--- src/rtl/irqc_pkg.sv ---
package irqc_pkg;
  localparam int unsigned ADDR_W       = 3;
  localparam int unsigned DATA_W       = 32;
  localparam int unsigned NQ           = 2;
  localparam int unsigned RX_IN_BIT    = 17;
  localparam int unsigned TX_IN_BIT    = 19;
  localparam int unsigned RX_TMO_BIT   = 28;
  localparam int unsigned TX_TMO_BIT   = 29;
  localparam int unsigned TX_THR_SHIFT = 16;

  typedef enum logic [ADDR_W-1:0] {
    REG_RAW     = 3'd0,
    REG_ENA     = 3'd1,
    REG_MASKED  = 3'd2,
    REG_CNT_THR = 3'd3,
    REG_RX_TMO  = 3'd4,
    REG_TX_TMO  = 3'd5
  } irqc_reg_e;
endpackage

--- src/rtl/irqc_coalescer.sv ---
module irqc_coalescer #(
  parameter int unsigned CNT_W = 16,
  parameter int unsigned TMO_W = 32
) (
  input  logic             clk,
  input  logic             rst_n,
  input  logic             cmpl_i,
  input  logic [CNT_W-1:0] cnt_thr_i,
  input  logic [TMO_W-1:0] tmo_thr_i,
  output logic             fire_cnt_o,
  output logic             fire_tmo_o
);
  localparam logic [CNT_W-1:0] CNT_ONE = CNT_W'(1);
  localparam logic [TMO_W-1:0] TMO_ONE = TMO_W'(1);
  localparam logic [TMO_W-1:0] TMO_MAX = '1;

  logic [CNT_W-1:0] pend_q, pend_d, pend_inc, eff_thr;
  logic [TMO_W-1:0] tmr_q, tmr_d, tmr_inc;
  logic             pending, hit_cnt, hit_tmo, upd;

  // next-state: count path has priority over the timeout path
  always_comb begin
    eff_thr  = (cnt_thr_i == '0) ? CNT_ONE : cnt_thr_i;
    pend_inc = pend_q + (cmpl_i ? CNT_ONE : '0);
    pending  = (pend_q != '0);
    tmr_inc  = (tmr_q == TMO_MAX) ? tmr_q : tmr_q + TMO_ONE;
    hit_cnt  = cmpl_i && (pend_inc >= eff_thr);
    hit_tmo  = pending && !hit_cnt && (tmo_thr_i != '0) && (tmr_inc >= tmo_thr_i);
    upd      = cmpl_i || pending;
    if (hit_cnt || hit_tmo) begin
      pend_d = '0;
      tmr_d  = '0;
    end else begin
      pend_d = pend_inc;
      tmr_d  = pending ? tmr_inc : '0;
    end
  end

  always_ff @(posedge clk or negedge rst_n) begin
    if (!rst_n) begin
      pend_q <= '0;
      tmr_q  <= '0;
    end else if (upd) begin
      pend_q <= pend_d;
      tmr_q  <= tmr_d;
    end
  end

  assign fire_cnt_o = hit_cnt;
  assign fire_tmo_o = hit_tmo;

  AST_FIRE_EXCLUSIVE: assert property (@(posedge clk) disable iff (!rst_n)
    !(fire_cnt_o && fire_tmo_o));
  AST_TMO_NEEDS_PENDING: assert property (@(posedge clk) disable iff (!rst_n)
    fire_tmo_o |-> (pend_q != '0));
  AST_FIRE_DRAINS: assert property (@(posedge clk) disable iff (!rst_n)
    (fire_cnt_o || fire_tmo_o) |=> (pend_q == '0 && tmr_q == '0));
endmodule

--- src/rtl/irqc_raw_status.sv ---
module irqc_raw_status #(
  parameter int unsigned NSRC = 31
) (
  input  logic            clk,
  input  logic            rst_n,
  input  logic [NSRC-1:0] set_i,
  input  logic            clr_we_i,
  input  logic [NSRC-1:0] clr_i,
  output logic [NSRC-1:0] raw_o
);
  logic [NSRC-1:0] raw_q, raw_d, clr_eff;
  logic            upd;

  // set is applied after clear, so a same-edge set wins
  always_comb begin
    clr_eff = clr_we_i ? clr_i : '0;
    raw_d   = (raw_q & ~clr_eff) | set_i;
    upd     = clr_we_i || (|set_i);
  end

  always_ff @(posedge clk or negedge rst_n) begin
    if (!rst_n) raw_q <= '0;
    else if (upd) raw_q <= raw_d;
  end

  assign raw_o = raw_q;

  for (genvar b = 0; b < NSRC; b++) begin : g_chk
    AST_SET_STICKS: assert property (@(posedge clk) disable iff (!rst_n)
      set_i[b] |=> raw_q[b]);
    AST_W1C_CLEARS: assert property (@(posedge clk) disable iff (!rst_n)
      (clr_we_i && clr_i[b] && !set_i[b]) |=> !raw_q[b]);
    AST_HOLD_UNLESS_CLEARED: assert property (@(posedge clk) disable iff (!rst_n)
      (raw_q[b] && !(clr_we_i && clr_i[b])) |=> raw_q[b]);
  end
endmodule

--- src/rtl/irqc_cfg_regs.sv ---
module irqc_cfg_regs
  import irqc_pkg::*;
#(
  parameter int unsigned NSRC       = 31,
  parameter int unsigned CNT_W      = 16,
  parameter int unsigned TMO_W      = 32,
  parameter int unsigned RX_TMO_RST = 32'h0001_0000,
  parameter int unsigned TX_TMO_RST = 32'h0005_0000
) (
  input  logic              clk,
  input  logic              rst_n,
  input  logic              wr_en_i,
  input  logic [ADDR_W-1:0] wr_addr_i,
  input  logic [DATA_W-1:0] wr_data_i,
  output logic [NSRC-1:0]   ena_o,
  output logic [CNT_W-1:0]  rx_cthr_o,
  output logic [CNT_W-1:0]  tx_cthr_o,
  output logic [TMO_W-1:0]  rx_tmo_o,
  output logic [TMO_W-1:0]  tx_tmo_o
);
  logic [NSRC-1:0]  ena_q;
  logic [CNT_W-1:0] rx_cthr_q, tx_cthr_q;
  logic [TMO_W-1:0] rx_tmo_q, tx_tmo_q;
  logic             we_ena, we_cthr, we_rx_tmo, we_tx_tmo;

  always_comb begin
    we_ena    = wr_en_i && (wr_addr_i == REG_ENA);
    we_cthr   = wr_en_i && (wr_addr_i == REG_CNT_THR);
    we_rx_tmo = wr_en_i && (wr_addr_i == REG_RX_TMO);
    we_tx_tmo = wr_en_i && (wr_addr_i == REG_TX_TMO);
  end

  always_ff @(posedge clk or negedge rst_n) begin
    if (!rst_n) ena_q <= '0;
    else if (we_ena) ena_q <= wr_data_i[NSRC-1:0];
  end

  always_ff @(posedge clk or negedge rst_n) begin
    if (!rst_n) begin
      rx_cthr_q <= CNT_W'(1);
      tx_cthr_q <= CNT_W'(1);
    end else if (we_cthr) begin
      rx_cthr_q <= wr_data_i[CNT_W-1:0];
      tx_cthr_q <= wr_data_i[TX_THR_SHIFT +: CNT_W];
    end
  end

  always_ff @(posedge clk or negedge rst_n) begin
    if (!rst_n) rx_tmo_q <= TMO_W'(RX_TMO_RST);
    else if (we_rx_tmo) rx_tmo_q <= wr_data_i[TMO_W-1:0];
  end

  always_ff @(posedge clk or negedge rst_n) begin
    if (!rst_n) tx_tmo_q <= TMO_W'(TX_TMO_RST);
    else if (we_tx_tmo) tx_tmo_q <= wr_data_i[TMO_W-1:0];
  end

  assign ena_o     = ena_q;
  assign rx_cthr_o = rx_cthr_q;
  assign tx_cthr_o = tx_cthr_q;
  assign rx_tmo_o  = rx_tmo_q;
  assign tx_tmo_o  = tx_tmo_q;

  AST_CTHR_WRITE_LANDS: assert property (@(posedge clk) disable iff (!rst_n)
    we_cthr |=> (rx_cthr_o == $past(wr_data_i[CNT_W-1:0])));
endmodule

--- src/rtl/irqc_coalesce_top.sv ---
module irqc_coalesce_top
  import irqc_pkg::*;
#(
  parameter int unsigned NSRC       = 31,
  parameter int unsigned CNT_W      = 16,
  parameter int unsigned TMO_W      = 32,
  parameter int unsigned RX_TMO_RST = 32'h0001_0000,
  parameter int unsigned TX_TMO_RST = 32'h0005_0000
) (
  input  logic              clk,
  input  logic              rst_n,
  input  logic [NSRC-1:0]   evt_i,
  input  logic              wr_en_i,
  input  logic [ADDR_W-1:0] wr_addr_i,
  input  logic [DATA_W-1:0] wr_data_i,
  input  logic [ADDR_W-1:0] rd_addr_i,
  output logic [DATA_W-1:0] rd_data_o,
  output logic              irq_o
);
  localparam int unsigned IN_BIT  [NQ] = '{RX_IN_BIT, TX_IN_BIT};
  localparam int unsigned TMO_BIT [NQ] = '{RX_TMO_BIT, TX_TMO_BIT};

  logic [NSRC-1:0]  raw, ena, masked, set_vec;
  logic [CNT_W-1:0] cthr [NQ];
  logic [TMO_W-1:0] tmo  [NQ];
  logic [NQ-1:0]    fire_cnt, fire_tmo;
  logic             clr_we;

  irqc_cfg_regs #(
    .NSRC(NSRC), .CNT_W(CNT_W), .TMO_W(TMO_W),
    .RX_TMO_RST(RX_TMO_RST), .TX_TMO_RST(TX_TMO_RST)
  ) u_cfg (
    .clk(clk), .rst_n(rst_n),
    .wr_en_i(wr_en_i), .wr_addr_i(wr_addr_i), .wr_data_i(wr_data_i),
    .ena_o(ena),
    .rx_cthr_o(cthr[0]), .tx_cthr_o(cthr[1]),
    .rx_tmo_o(tmo[0]), .tx_tmo_o(tmo[1])
  );

  for (genvar q = 0; q < NQ; q++) begin : g_coal
    irqc_coalescer #(.CNT_W(CNT_W), .TMO_W(TMO_W)) u_coal (
      .clk(clk), .rst_n(rst_n),
      .cmpl_i(evt_i[IN_BIT[q]]),
      .cnt_thr_i(cthr[q]), .tmo_thr_i(tmo[q]),
      .fire_cnt_o(fire_cnt[q]), .fire_tmo_o(fire_tmo[q])
    );
  end

  // coalesced positions take their set from the coalescers only
  always_comb begin
    set_vec = evt_i;
    for (int q = 0; q < int'(NQ); q++) begin
      set_vec[IN_BIT[q]]  = fire_cnt[q];
      set_vec[TMO_BIT[q]] = fire_tmo[q];
    end
    clr_we = wr_en_i && (wr_addr_i == REG_RAW);
  end

  irqc_raw_status #(.NSRC(NSRC)) u_raw (
    .clk(clk), .rst_n(rst_n),
    .set_i(set_vec), .clr_we_i(clr_we), .clr_i(wr_data_i[NSRC-1:0]),
    .raw_o(raw)
  );

  assign masked = raw & ena;
  assign irq_o  = |masked;

  always_comb begin
    rd_data_o = '0;
    case (rd_addr_i)
      REG_RAW:     rd_data_o[NSRC-1:0] = raw;
      REG_ENA:     rd_data_o[NSRC-1:0] = ena;
      REG_MASKED:  rd_data_o[NSRC-1:0] = masked;
      REG_CNT_THR: begin
        rd_data_o[CNT_W-1:0]               = cthr[0];
        rd_data_o[TX_THR_SHIFT +: CNT_W]   = cthr[1];
      end
      REG_RX_TMO:  rd_data_o[TMO_W-1:0] = tmo[0];
      REG_TX_TMO:  rd_data_o[TMO_W-1:0] = tmo[1];
      default:     rd_data_o = '0;
    endcase
  end

  AST_IRQ_GATED: assert property (@(posedge clk) disable iff (!rst_n)
    (ena == '0) |-> !irq_o);
  AST_IRQ_HAS_SOURCE: assert property (@(posedge clk) disable iff (!rst_n)
    irq_o |-> (|raw));
  AST_ENA_WRITE_KEEPS_RAW: assert property (@(posedge clk) disable iff (!rst_n)
    (wr_en_i && wr_addr_i == REG_ENA && set_vec == '0) |=> $stable(raw));
  AST_DIRECT_TMO_IGNORED: assert property (@(posedge clk) disable iff (!rst_n)
    (fire_tmo == '0 && !clr_we && !raw[RX_TMO_BIT]) |=> !raw[RX_TMO_BIT]);
endmodule

--- config.mk ---
export PLATFORM = sky130hd
export DESIGN_NAME = irqc_coalesce_top
export DESIGN_NICKNAME = d
export VERILOG_FILES = /design/src/rtl/irqc_pkg.sv /design/src/rtl/irqc_coalescer.sv /design/src/rtl/irqc_raw_status.sv /design/src/rtl/irqc_cfg_regs.sv /design/src/rtl/irqc_coalesce_top.sv
export SDC_FILE = /design/constraint.sdc
export NUM_CORES = 1
export LEC_CHECK = 0
export ABC_AREA = 1
export ABC_CLOCK_PERIOD_IN_PS = 2800
export BUFFER_PORTS_ARGS = -buffer_cell sky130_fd_sc_hd__buf_2
export CELL_PAD_IN_SITES_DETAIL_PLACEMENT = 0
export CELL_PAD_IN_SITES_GLOBAL_PLACEMENT = 1
export CORE_MARGIN = 8
export CORE_UTILIZATION = 25
export CTS_CLUSTER_DIAMETER = 60
export DETAILED_ROUTE_END_ITERATION = 6
export GPL_ROUTABILITY_DRIVEN = 0
export PLACE_DENSITY = 0.61
export SLEW_MARGIN = 25
export SYNTH_ARGS = -nofsm -noshare
export SYNTH_HDL_FRONTEND = slang
export SYNTH_SLANG_ARGS = --single-unit
export TNS_END_PERCENT = 1
--- constraint.sdc ---
create_clock -name clk -period 2.8 [get_ports clk]
set_clock_uncertainty 0.05 [all_clocks]
set_input_delay 0 -clock clk [delete_from_list [all_inputs] [get_ports clk]]
set_output_delay 0 -clock clk [all_outputs]
set_load 0.05 [all_outputs]
==> metrics.md <==
| Metric | Value |
|---|---|
| Outcome | `finished, violations left` |
| Die area | `73,320 sq um` |
| RSZ-0062 raised after global routing | `yes` |
| Synthesized Nets | `2,395` |
| Vias in the first global route | `16,526` |
| Initial antenna violation count | `2` |
| Pwr/cell area | `707.4 nW/um^2` |
| Htree depth | `2` |
| Final std cells w/o fill | `3,545` |
| DRC viols | `0` |
| Finish-stage setup viols | `100` |
| Reg-to-Reg End | `g_coal[0].u_coal.tmr_q[17]` |
| Slowest cell on the critical path | `dfrtp_1` |
| Starting Density | `25.22%` |
| Worst min path class | `input pin to async pin` |
| Cell count after synthesis | `2,221` |
| Crit-path cells | `ha_2 -> nand2_2 -> nor2_4 -> inv_2 -> nor3_4 -> nand2_2 -> nor2_4 -> nand3_4 -> xor2_2 -> inv_2 -> ha_4 -> a21oi_2 -> o21ai_2 -> a21oi_2 -> nand2_4 -> a21oi_4 -> nand2_4 -> clkbuf_16 -> nand3_2 -> nand2_1` |
| Synth cell types | `51` |
| Synth Warn # | `0` |
| Synthesized cell area | `16,230 sq um` |
| CP peak stage delay | `0.36 ns` |
| Reg2reg start | `g_coal[0].u_coal.pend_q[0]` |
| CP Class | `flip-flop to flip-flop` |
| GRT overflow | `0` |
| Total Routing Usage GR | `16.67%` |
| Max Clk Rate | `304.6 MHz` |
| First-pass DRT Iterations | `5` |
| Worst slew margin | `48.87%` |
| CTS buffer count | `36` |
| R2r setup slk | `-0.48 ns` |
| Hold Fails Final Rpt | `3` |
| Seq/Total Area, Yosys | `39.21%` |
| Clock Pin Slew Worst Setup and Hold Paths | `0.06 ns` |
| Number of flops mapped to enable cells by yosys | `0` |
| Port bufs | `102` |
| Primary FF master, synth | `dfrtp_1` |
| Routed Antenna Nets | `0` |
| P_leak | `11.46 nW` |
| Die width | `270.8 um` |
| CTS Root Cell | `clkbuf_16` |
| FILL cells | `6,836` |
| Worst path required time | `3.18 ns` |
| Largest net degree at the start of global routing | `88` |
| Worst Max-Slew Pin Slew | `0.7670 ns` |
| Via count | `16,461` |
| Failing checks | `hold timing, setup timing` |
| Crit path time final | `3.283 ns` |
| Worst path arrival time | `3.66 ns` |
| VDD IR-drop max | `0.4045 mV` |
| Placed cell count | `3,375` |
| R2r worst-path depth | `20` |
| Die Y | `270.8 um` |
| Vias/cell | `4.643` |
| Startpoint Class | `flip-flop` |
| Post-synth top area share | `38.40%` |
| Leading area contributor after synthesis | `dfrtp_1` |
| Routed wire length | `62,960 um` |
| CTS tree | `done` |
| Final period util | `117.2%` |
| Rows | `93` |
| Top cells by count, synth | `nand2_1, inv_1, dfrtp_1` |
| IO Pins | `105` |
| Syn avg cell area | `7.306 sq um` |
| Critical path fanouts, max | `6` |
| Area grow syn2layout | `38.13%` |
| Clk buf depth | `3` |
| CORE AREA | `64,350 sq um` |
| CP delay by family, top | `simple AND/OR/NAND/NOR gates` |
| Number of max-cap violations | `0` |
| Diode count | `0` |
| CP Launch Point | `g_coal[0].u_coal.pend_q[0]` |
| Layout cells sized above 1 | `22.27%` |
| Design Area, Final | `22,410 sq um` |
| #FFs+latches synth | `254` |
| Most common cell in the netlist | `nand2_1` |
| CTS sink cnt | `254` |
| Global-route wire length before repair | `96,710 um` |
| CP endpoint kind | `flip-flop` |
| Synth area leaders | `dfrtp_1, nand2_1, ha_1` |
| Post-place instance area | `19,660 sq um` |
| WP depth | `20` |
| DP HPWL | `47,520 um` |
| Setup ws final | `-0.4827 ns` |
| Routed length per instance | `17.76 um` |
| Initial DRC Count | `1,237` |
| Min Hold Slack | `-0.01118 ns` |
| Post-synth ARST share | `100.0%` |
| Final nets | `2,836` |
| Worst skew pair latency | `0.56 ns` |
| Worst setup path endpoint | `g_coal[0].u_coal.tmr_q[17]` |
| Crit path buf inv count | `3` |
| Pins Over Slew Limit | `0` |
through the flow:
stage	TNS, ns	hold slack [ns]	utilization, %	total power, W	worst slack (ns)
floorplan	-1.345	-0.3456	-	0.008017	-0.04667
global placement	-41.82	0.01953	30.56	0.01023	-0.4549
detailed placement	-47.36	0.03371	30.56	0.01035	-0.5309
CTS	-35.39	0.04043	33.97	0.01530	-0.4512
global route	-60.57	0.05955	34.83	0.01693	-0.6677
finish	-36.80	-0.01118	34.83	0.01586	-0.4827
worst min-delay path by stage:
stage | start | end | slack, ns | cells past startpoint
5_1_grt | rst_n | g_coal[0].u_coal.pend_q[10] | 0.06 | 2
4_1_cts | rst_n | g_coal[0].u_coal.pend_q[11] | 0.04 | 2
3_3_place_gp | rst_n | g_coal[0].u_coal.pend_q[10] | 0.02 | 1
3_5_place_dp | rst_n | g_coal[0].u_coal.pend_q[10] | 0.03 | 1
2_1_floorplan | rst_n | g_coal[0].u_coal.pend_q[0] | -0.35 | 0
6_report | rst_n | g_coal[0].u_coal.pend_q[10] | -0.01 | 2
timing repair:
action / CTS / global route
hold buffers: 91 / 0
setup buffers: 1 / 6
gates cloned: 0 / 6
endpoints found under the setup margin: 100 / 100
gates resized for setup: 20 / 89
hold endpoints to repair: 295 / 0
pin swaps: 7 / 41
state kept, by name, summed over array words and instances (netlist names):
| register | cells |
|---|---|
| g_coal.u_coal.tmr_q | 64 |
| g_coal.u_coal.pend_q | 32 |
| u_raw.raw_o | 31 |
| u_cfg.tx_tmo_o | 32 |
| u_cfg.tx_cthr_o | 16 |
| u_cfg.rx_tmo_o | 32 |
| u_cfg.ena_o | 31 |
| u_cfg.rx_cthr_o | 16 |
cell families (layout without fill, tap and decap cells):
kind of cell	after synthesis	count (layout)	synth area share (%)
simple gates	1112	1112	29.17
buf+inv	374	843	9.099
compound gates	305	305	10.66
flops	254	254	39.21
fa+ha+maj	102	102	7.865
xor+xnor	74	74	3.994
layer usage:
| layer | GRT usage (%) | share of wire (%) | vias up |
|---|---|---|---|
| met3 | 3.537 | 6.1 | 120 |
| met2 | 26.30 | 45 | 433 |
| met1 | 22.29 | 45 | 7848 |
| met5 | 0 | 0.021 | - |
| met4 | 6.086 | 3.3 | 2 |
| li1 | - | - | 8058 |
final cells by class:
| cell class | instances | area [sq um] | area share [%] |
|---|---|---|---|
| multi-input combinational | 1593 | 8864 | 39.54 |
| sequential | 254 | 6364 | 28.39 |
| timing repair buffer | 473 | 3767 | 16.81 |
| inverter | 304 | 1141 | 5.091 |
| tap | 855 | 1070 | 4.773 |
| clock buffer | 48 | 1017 | 4.538 |
| clock inverter | 18 | 191.4 | 0.8541 |
cell usage in the layout, fill, tap and decap left out, types with 5 or more instances in the layout:
cell type,count
ha_4,5
nor3_1,21
inv_2,11
o22ai_1,39
buf_4,259
dlygate4sd3_1,91
o2111ai_1,11
clkbuf_1,6
xnor2_1,18
a21oi_1,42
buf_12,11
nor3_2,9
clkbuf_8,5
nand4_1,59
nor2_4,9
inv_1,293
buf_6,5
a22oi_1,9
dfstp_2,5
nand2_1,670
clkinv_2,8
nand3_1,78
ha_1,93
dfrtp_1,248
xor2_1,53
nand3_2,23
nand2_2,40
o21ai_0,166
nor2_2,15
buf_2,101
clkbuf_16,41
or3_1,10
nor2_1,151
o21ai_2,6
a21oi_2,8
report_power, final:
| part | internal [W] | switching [W] |
|---|---|---|
| combinational | 0.00246 | 0.00392 |
| clock | 0.00285 | 0.00188 |
| sequential | 0.00429 | 0.000455 |
| total | 0.00960 | 0.00626 |
Power figures use the tool's default switching activity.
